**config.mk**
```make
export PLATFORM = sky130hd
export DESIGN_NAME = sweep_ctrl
export DESIGN_NICKNAME = d
export VERILOG_FILES = /design/src/rtl/sweep_ctrl_pkg.sv /design/src/rtl/sweep_ctrl_reg.sv /design/src/rtl/sweep_mode_decode.sv /design/src/rtl/sweep_peak_gate.sv /design/src/rtl/sweep_ctrl.sv
export SDC_FILE = /design/constraint.sdc
export NUM_CORES = 1
export LEC_CHECK = 0
export ABC_AREA = 1
export BUFFER_PORTS_ARGS = -buffer_cell sky130_fd_sc_hd__buf_2
export CORE_AREA = 2 2 39 41
export DETAILED_ROUTE_END_ITERATION = 10
export DIE_AREA = 0 0 41 43
export RECOVER_POWER = 100
export SYNTH_ARGS = -nofsm -noshare
export SYNTH_HDL_FRONTEND = slang
export SYNTH_SLANG_ARGS = --single-unit
```
**constraint.sdc**
```tcl
create_clock -name clk -period 0.8 [get_ports clk]
set_clock_uncertainty 0.2 [all_clocks]
set_input_delay 0.04 -clock clk [delete_from_list [all_inputs] [get_ports clk]]
set_output_delay 0.04 -clock clk [all_outputs]
set_load 0.02 [all_outputs]
```
**src/rtl/sweep_ctrl_pkg.sv**
```systemverilog
package sweep_ctrl_pkg;

   localparam int CTRL_W   = 8;
   localparam int DM_LSB   = 0;
   localparam int BRUN_BIT = 2;
   localparam int PM_LSB   = 3;
   localparam int ZM_LSB   = 5;
   localparam int ARUN_BIT = 7;

   typedef enum logic [1:0] {
      DLY_FIRST_ZERO = 2'b00,
      DLY_BOTH_ZERO  = 2'b01,
      DLY_NORMAL     = 2'b10,
      DLY_B_OFF      = 2'b11
   } dly_mode_e;

   typedef enum logic [1:0] {
      PK_ALWAYS = 2'b00,
      PK_WINDOW = 2'b01,
      PK_CGATE  = 2'b10,
      PK_AGATE  = 2'b11
   } peak_mode_e;

   typedef struct packed {
      logic       a_free_run;
      logic [1:0] zone;
      peak_mode_e peak;
      logic       b_run;
      dly_mode_e  dly;
   } ctrl_fields_t;

endpackage

```
**src/rtl/sweep_ctrl_reg.sv**
```systemverilog
module sweep_ctrl_reg #(
   parameter int              W         = 8,
   parameter logic [W-1:0]    RESET_VAL = '0
) (
   input  logic         clk,
   input  logic         rst_n,
   input  logic         load,
   input  logic [W-1:0] load_data,
   output logic [W-1:0] ctrl_q
);

   always_ff @(posedge clk or negedge rst_n) begin
      if (!rst_n)    ctrl_q <= RESET_VAL;
      else if (load) ctrl_q <= load_data;
   end

   assert_hold_R2: assert property (@(posedge clk) disable iff (!rst_n)
      !load |=> $stable(ctrl_q));

   assert_load_R2: assert property (@(posedge clk) disable iff (!rst_n)
      load |=> (ctrl_q == $past(load_data)));

endmodule

```
**src/rtl/sweep_mode_decode.sv**
```systemverilog
module sweep_mode_decode
   import sweep_ctrl_pkg::*;
#(
   parameter int W = CTRL_W
) (
   input  logic [W-1:0] ctrl_word,
   output ctrl_fields_t fields,
   output logic         first_delay_zero,
   output logic         second_delay_zero,
   output logic         b_sweep_inhibit
);

   always_comb begin
      fields.dly        = dly_mode_e'(ctrl_word[DM_LSB +: 2]);
      fields.b_run      = ctrl_word[BRUN_BIT];
      fields.peak       = peak_mode_e'(ctrl_word[PM_LSB +: 2]);
      fields.zone       = ctrl_word[ZM_LSB +: 2];
      fields.a_free_run = ctrl_word[ARUN_BIT];
   end

   always_comb begin
      first_delay_zero  = 1'b0;
      second_delay_zero = 1'b0;
      b_sweep_inhibit   = 1'b0;
      unique case (fields.dly)
         DLY_FIRST_ZERO: first_delay_zero = 1'b1;
         DLY_BOTH_ZERO: begin
            first_delay_zero  = 1'b1;
            second_delay_zero = 1'b1;
         end
         DLY_NORMAL: ;
         DLY_B_OFF:  b_sweep_inhibit = 1'b1;
         default: ;
      endcase
   end

endmodule

```
**src/rtl/sweep_peak_gate.sv**
```systemverilog
module sweep_peak_gate
   import sweep_ctrl_pkg::*;
#(
   parameter bit REG_OUT = 1'b0
) (
   input  logic       clk,
   input  logic       rst_n,
   input  peak_mode_e mode,
   input  logic       a_gate,
   input  logic       c_gate,
   input  logic       dly_end,
   input  logic       a_sweep_end,
   output logic       peak_en
);

   logic window_q;
   logic peak_sel;

   // Window flip-flop: clear has priority over set.
   always_ff @(posedge clk or negedge rst_n) begin
      if (!rst_n)           window_q <= 1'b0;
      else if (a_sweep_end) window_q <= 1'b0;
      else if (dly_end)     window_q <= 1'b1;
   end

   always_comb begin
      unique case (mode)
         PK_ALWAYS: peak_sel = 1'b1;
         PK_WINDOW: peak_sel = window_q;
         PK_CGATE:  peak_sel = c_gate;
         PK_AGATE:  peak_sel = a_gate;
         default:   peak_sel = 1'b1;
      endcase
   end

   generate
      if (REG_OUT) begin : g_reg_out
         logic peak_q;
         always_ff @(posedge clk or negedge rst_n) begin
            if (!rst_n) peak_q <= 1'b1;
            else        peak_q <= peak_sel;
         end
         assign peak_en = peak_q;
      end else begin : g_comb_out
         assign peak_en = peak_sel;

         assert_nongated_R6: assert property (@(posedge clk) disable iff (!rst_n)
            (mode == PK_ALWAYS) |-> peak_en);

         assert_gate_follow_R7: assert property (@(posedge clk) disable iff (!rst_n)
            ((mode == PK_CGATE) |-> (peak_en == c_gate)) and
            ((mode == PK_AGATE) |-> (peak_en == a_gate)));
      end
   endgenerate

   assert_window_set_R8: assert property (@(posedge clk) disable iff (!rst_n)
      (dly_end && !a_sweep_end) |=> window_q);

   assert_window_hold_R8: assert property (@(posedge clk) disable iff (!rst_n)
      (!dly_end && !a_sweep_end) |=> $stable(window_q));

   assert_clear_wins_R9: assert property (@(posedge clk) disable iff (!rst_n)
      a_sweep_end |=> !window_q);

endmodule

```
**src/rtl/sweep_ctrl.sv**
```systemverilog
module sweep_ctrl
   import sweep_ctrl_pkg::*;
#(
   parameter int                 W            = CTRL_W,
   parameter logic [CTRL_W-1:0]  RESET_VAL    = '0,
   parameter bit                 PEAK_REG_OUT = 1'b0
) (
   input  logic         clk,
   input  logic         rst_n,
   input  logic         load,
   input  logic [W-1:0] load_data,
   input  logic         a_gate,
   input  logic         c_gate,
   input  logic         dly_end,
   input  logic         a_sweep_end,
   output logic         first_delay_zero,
   output logic         second_delay_zero,
   output logic         b_sweep_inhibit,
   output logic         b_run,
   output logic         a_free_run,
   output logic [1:0]   zone_mode,
   output logic         peak_det_en
);

   generate
      if (W != CTRL_W) begin : g_bad_width
         $error("sweep_ctrl: W must equal the packed field layout width");
      end
   endgenerate

   logic [W-1:0] ctrl_q;
   ctrl_fields_t fields;

   sweep_ctrl_reg #(.W(W), .RESET_VAL(RESET_VAL)) u_reg (
      .clk       (clk),
      .rst_n     (rst_n),
      .load      (load),
      .load_data (load_data),
      .ctrl_q    (ctrl_q)
   );

   sweep_mode_decode #(.W(W)) u_dec (
      .ctrl_word         (ctrl_q),
      .fields            (fields),
      .first_delay_zero  (first_delay_zero),
      .second_delay_zero (second_delay_zero),
      .b_sweep_inhibit   (b_sweep_inhibit)
   );

   sweep_peak_gate #(.REG_OUT(PEAK_REG_OUT)) u_peak (
      .clk         (clk),
      .rst_n       (rst_n),
      .mode        (fields.peak),
      .a_gate      (a_gate),
      .c_gate      (c_gate),
      .dly_end     (dly_end),
      .a_sweep_end (a_sweep_end),
      .peak_en     (peak_det_en)
   );

   assign b_run      = fields.b_run;
   assign a_free_run = fields.a_free_run;
   assign zone_mode  = fields.zone;

   assert_second_needs_first_R4: assert property (@(posedge clk) disable iff (!rst_n)
      second_delay_zero |-> first_delay_zero);

   assert_inhibit_excl_R5: assert property (@(posedge clk) disable iff (!rst_n)
      b_sweep_inhibit |-> (!first_delay_zero && !second_delay_zero));

   assert_zone_only_R10: assert property (@(posedge clk) disable iff (!rst_n)
      (load && (load_data[ZM_LSB +: 2] != zone_mode) &&
       ((load_data & ~(W'(3) << ZM_LSB)) == (ctrl_q & ~(W'(3) << ZM_LSB))))
      |=> ($stable(first_delay_zero) && $stable(second_delay_zero) &&
           $stable(b_sweep_inhibit) && $stable(b_run) && $stable(a_free_run)));

endmodule

```
==> impl_metrics.json <==
{
  "p_total_mw": 1.199,
  "synth_cells": 47,
  "track_usage_pct": 11.76,
  "clock_path_buffers": 2,
  "status": "finished with violations",
  "synth.top_cell.area_share_pct": 56.78,
  "final_nets": 94,
  "p_comb_share_pct": 27.6,
  "finalWorstSetupSlack_ps": -436.3,
  "root_buffer": "clkbuf_4",
  "worstPathRequired_ps": 560,
  "startpoint_type": "flop",
  "ys_seq_area_share_pct": 56.78,
  "whs_path_depth": 3,
  "cts_hold_buf": 2,
  "coreArea_um2": 1384,
  "drive_above_1_share_pct": 57.69,
  "max_freq_mhz": 808.9,
  "overflow": 0,
  "avgSynthCellArea_um2": 8.439,
  "dp_hpwl_um": 584.5,
  "tns_ps": -3190,
  "synth_top_cell_by_area": "dfrtp_1",
  "die_w_um": 41,
  "ant_nets": 0,
  "dieHeight_um": 43,
  "synth.lib_cells_used.distinct": 8,
  "pwr-share-seq_pct": 44.2,
  "multi_input_area_um2": 128.9,
  "wl_per_cell_um": 9.585,
  "criticalPathCategory": "reg -> out",
  "synth_area_leaders": "dfrtp_1 57%, nand2_1 10%, o21ai_0 10%, inv_1 9.5%, nand3_1 3.8%",
  "drv_cap": 0,
  "hp-class": "in -> reg",
  "io_buffers": 22,
  "drt_first_pass_iters": 2,
  "ir_worst_vdd_uv": 832.0,
  "globalplace.congestion": 0.6159,
  "fillers": 140,
  "drv_slew": 0,
  "synth_warnings": 0,
  "grt_setup_unrepaired": "yes",
  "path_clk_slew_ps": 60,
  "relSlewSlack_pct": 80.54,
  "p_switching_uw": 331.5,
  "cts_sinks": 9,
  "path_max_fanout": 2,
  "slowest_delay_ps": 380,
  "grt_pass1_vias": 348,
  "ys_seq_elements": 9,
  "antenna_found_initial": 0,
  "syn-num-nets": 62,
  "r2r_setup_slack_ps": -210,
  "r2r_end": "u_reg.ctrl_q[3]",
  "path_cells": "inv_1 > nand2_1 > nand2_1 > nand3_2 > buf_6",
  "swShare_pct": 27.65,
  "cts_tree": "done",
  "drc": 0,
  "grt_pass1_wl_mm": 1.311,
  "worst_pin_slew_ps": 291.9,
  "final-hold-violation-count": 18,
  "crit_top_cell": "nand2_1",
  "syn_to_final_growth_pct": 71.61,
  "cpLargestDelayFamily": "flip-flops",
  "powerDensity_nw_per_um2": 1762,
  "violations": "hold timing, setup timing",
  "initial_core_util_pct": 28.66,
  "arrival_ps": 1000,
  "rows": 14,
  "vias_per_cell": 4.213,
  "htreeDepth": 1,
  "worstHoldStart": "load_data[1]",
  "setup_viol": 17,
  "pin_count": 23,
  "fin_crit_sh_pct": 154.5,
  "hold_ws_ps": -207.5,
  "n_antenna_cell": 0,
  "leakagePower_nw": 0.3652,
  "min_to": "u_reg.ctrl_q[1]",
  "grt_max_degree": 17,
  "dieArea_um2": 1763,
  "seqCellArea_um2": 227.7,
  "p_int_uw": 867.5,
  "num_vias": 396,
  "min_period_ps": 1236,
  "crit_buf_inv": 2,
  "cts_made_buffers": 3,
  "timing.rr.start": "u_reg.ctrl_q[3]",
  "slowest_stage": "dfrtp_1",
  "netlist_area_um2": 396.6,
  "drt_wl_total_um": 901,
  "end_kind": "output port",
  "drt_iter0_drc": 5,
  "power_frac_clock_pct": 28.2,
  "worstRegToRegCells": 4,
  "worstSkewPairLatency_ps": 250
}
-- power by group through the flow --
stage | Combinational, mW | Clock [mW] | Sequential [mW]
floorplan | 0.124 | 0 | 0.537
global placement | 0.213 | 0 | 0.527
detailed placement | 0.215 | 0 | 0.529
CTS | 0.280 | 0.363 | 0.528
global route | 0.363 | 0.388 | 0.534
finish | 0.331 | 0.338 | 0.530
-- worst max path at each step --
stage / from / cells after the start / endpoint
after global placement: u_reg.ctrl_q[3] / 4 / peak_det_en
after global routing: u_reg.ctrl_q[3] / 4 / peak_det_en
after detailed placement: u_reg.ctrl_q[3] / 4 / peak_det_en
after CTS: u_peak.window_q / 5 / peak_det_en
final: u_peak.window_q / 5 / peak_det_en
after floorplan: u_reg.ctrl_q[1] / 2 / u_reg.ctrl_q[1]
-- registers in the layout (all words and copies together), names as in the netlist --
| signal | flops |
|---|---|
| u_peak.window_q | 1 |
| u_reg.ctrl_q | 8 |
-- cell families (layout without fill, tap and decap cells) --
| family | count (synthesis) | count (layout) | share of synthesized area, % |
|---|---|---|---|
| flip-flops | 9 | 9 | 56.78 |
| buffers and inverters | 13 | 44 | 16.09 |
| AND/OR/NAND/NOR | 17 | 17 | 17.03 |
| AO/OA/AOI/OAI | 8 | 8 | 10.10 |
-- layout by cell type (no fill, tap or decap) --
cell / n
nor2_2: 2
buf_2: 13
o21ai_1: 5
dfrtp_1: 7
nand3_1: 2
o21ai_2: 3
inv_2: 6
dfrtp_2: 2
clkbuf_1: 1
nand3_2: 1
buf_4: 2
nand2_1: 11
inv_1: 4
buf_6: 12
clkbuf_4: 3
nor2_1: 1
dlygate4sd3_1: 2
clkbuf_2: 1
-- cell usage after synthesis --
master,instances
nand2_1,11
inv_1,10
dfrtp_1,9
o21ai_0,8
nand3_1,3
nor2_1,3
buf_4,2
buf_6,1
-- layer usage --
layer / vias to the layer above / wire, um / part of all wire, % / GRT usage [%]
met5: - / 0 / 0 / 0
met4: 0 / 15 / 1.7 / 12.00
met3: 2 / 58 / 6.4 / 4.712
met2: 15 / 483 / 54 / 16.88
met1: 175 / 343 / 38 / 11.63
li1: 204 / - / - / -
-- cell type report --
type	count	area share [%]
inverter	10	5.515
tap	16	2.941
sequential	9	33.46
timing repair buffer	30	35.29
clock buffer	4	3.860
multi-input combinational	25	18.93
-- worst reg2reg max path, delay by kind of cell, from the launching register on --
kind                   cells  cell delay [ps]
DFF                        1              370
buffers and inverters      3              270
AOI/OAI and AO/OA          1              100
-- metrics by stage --
stage / cells / setup WS, ps / utilization, % / area, um2
after floorplan: 47 / -78.15 / - / 406.6
after global placement: 83 / -164.7 / 37.43 / 518.0
after detailed placement: 83 / -194.8 / 37.43 / 518.0
after CTS: 89 / -452.6 / 44.67 / 618.1
after global routing: 94 / -496.7 / 49.19 / 680.7
final: 94 / -436.3 / 49.19 / 680.7
-- repair_timing --
item                       in CTS  in global routing
gates cloned                    0                  0
hold endpoints to repair       18                 18
resized for setup              23                  9
pin swaps                       4                  2
buffers inserted                1                  5
setup endpoints to repair      17                 17
Power figures use the tool's default switching activity.
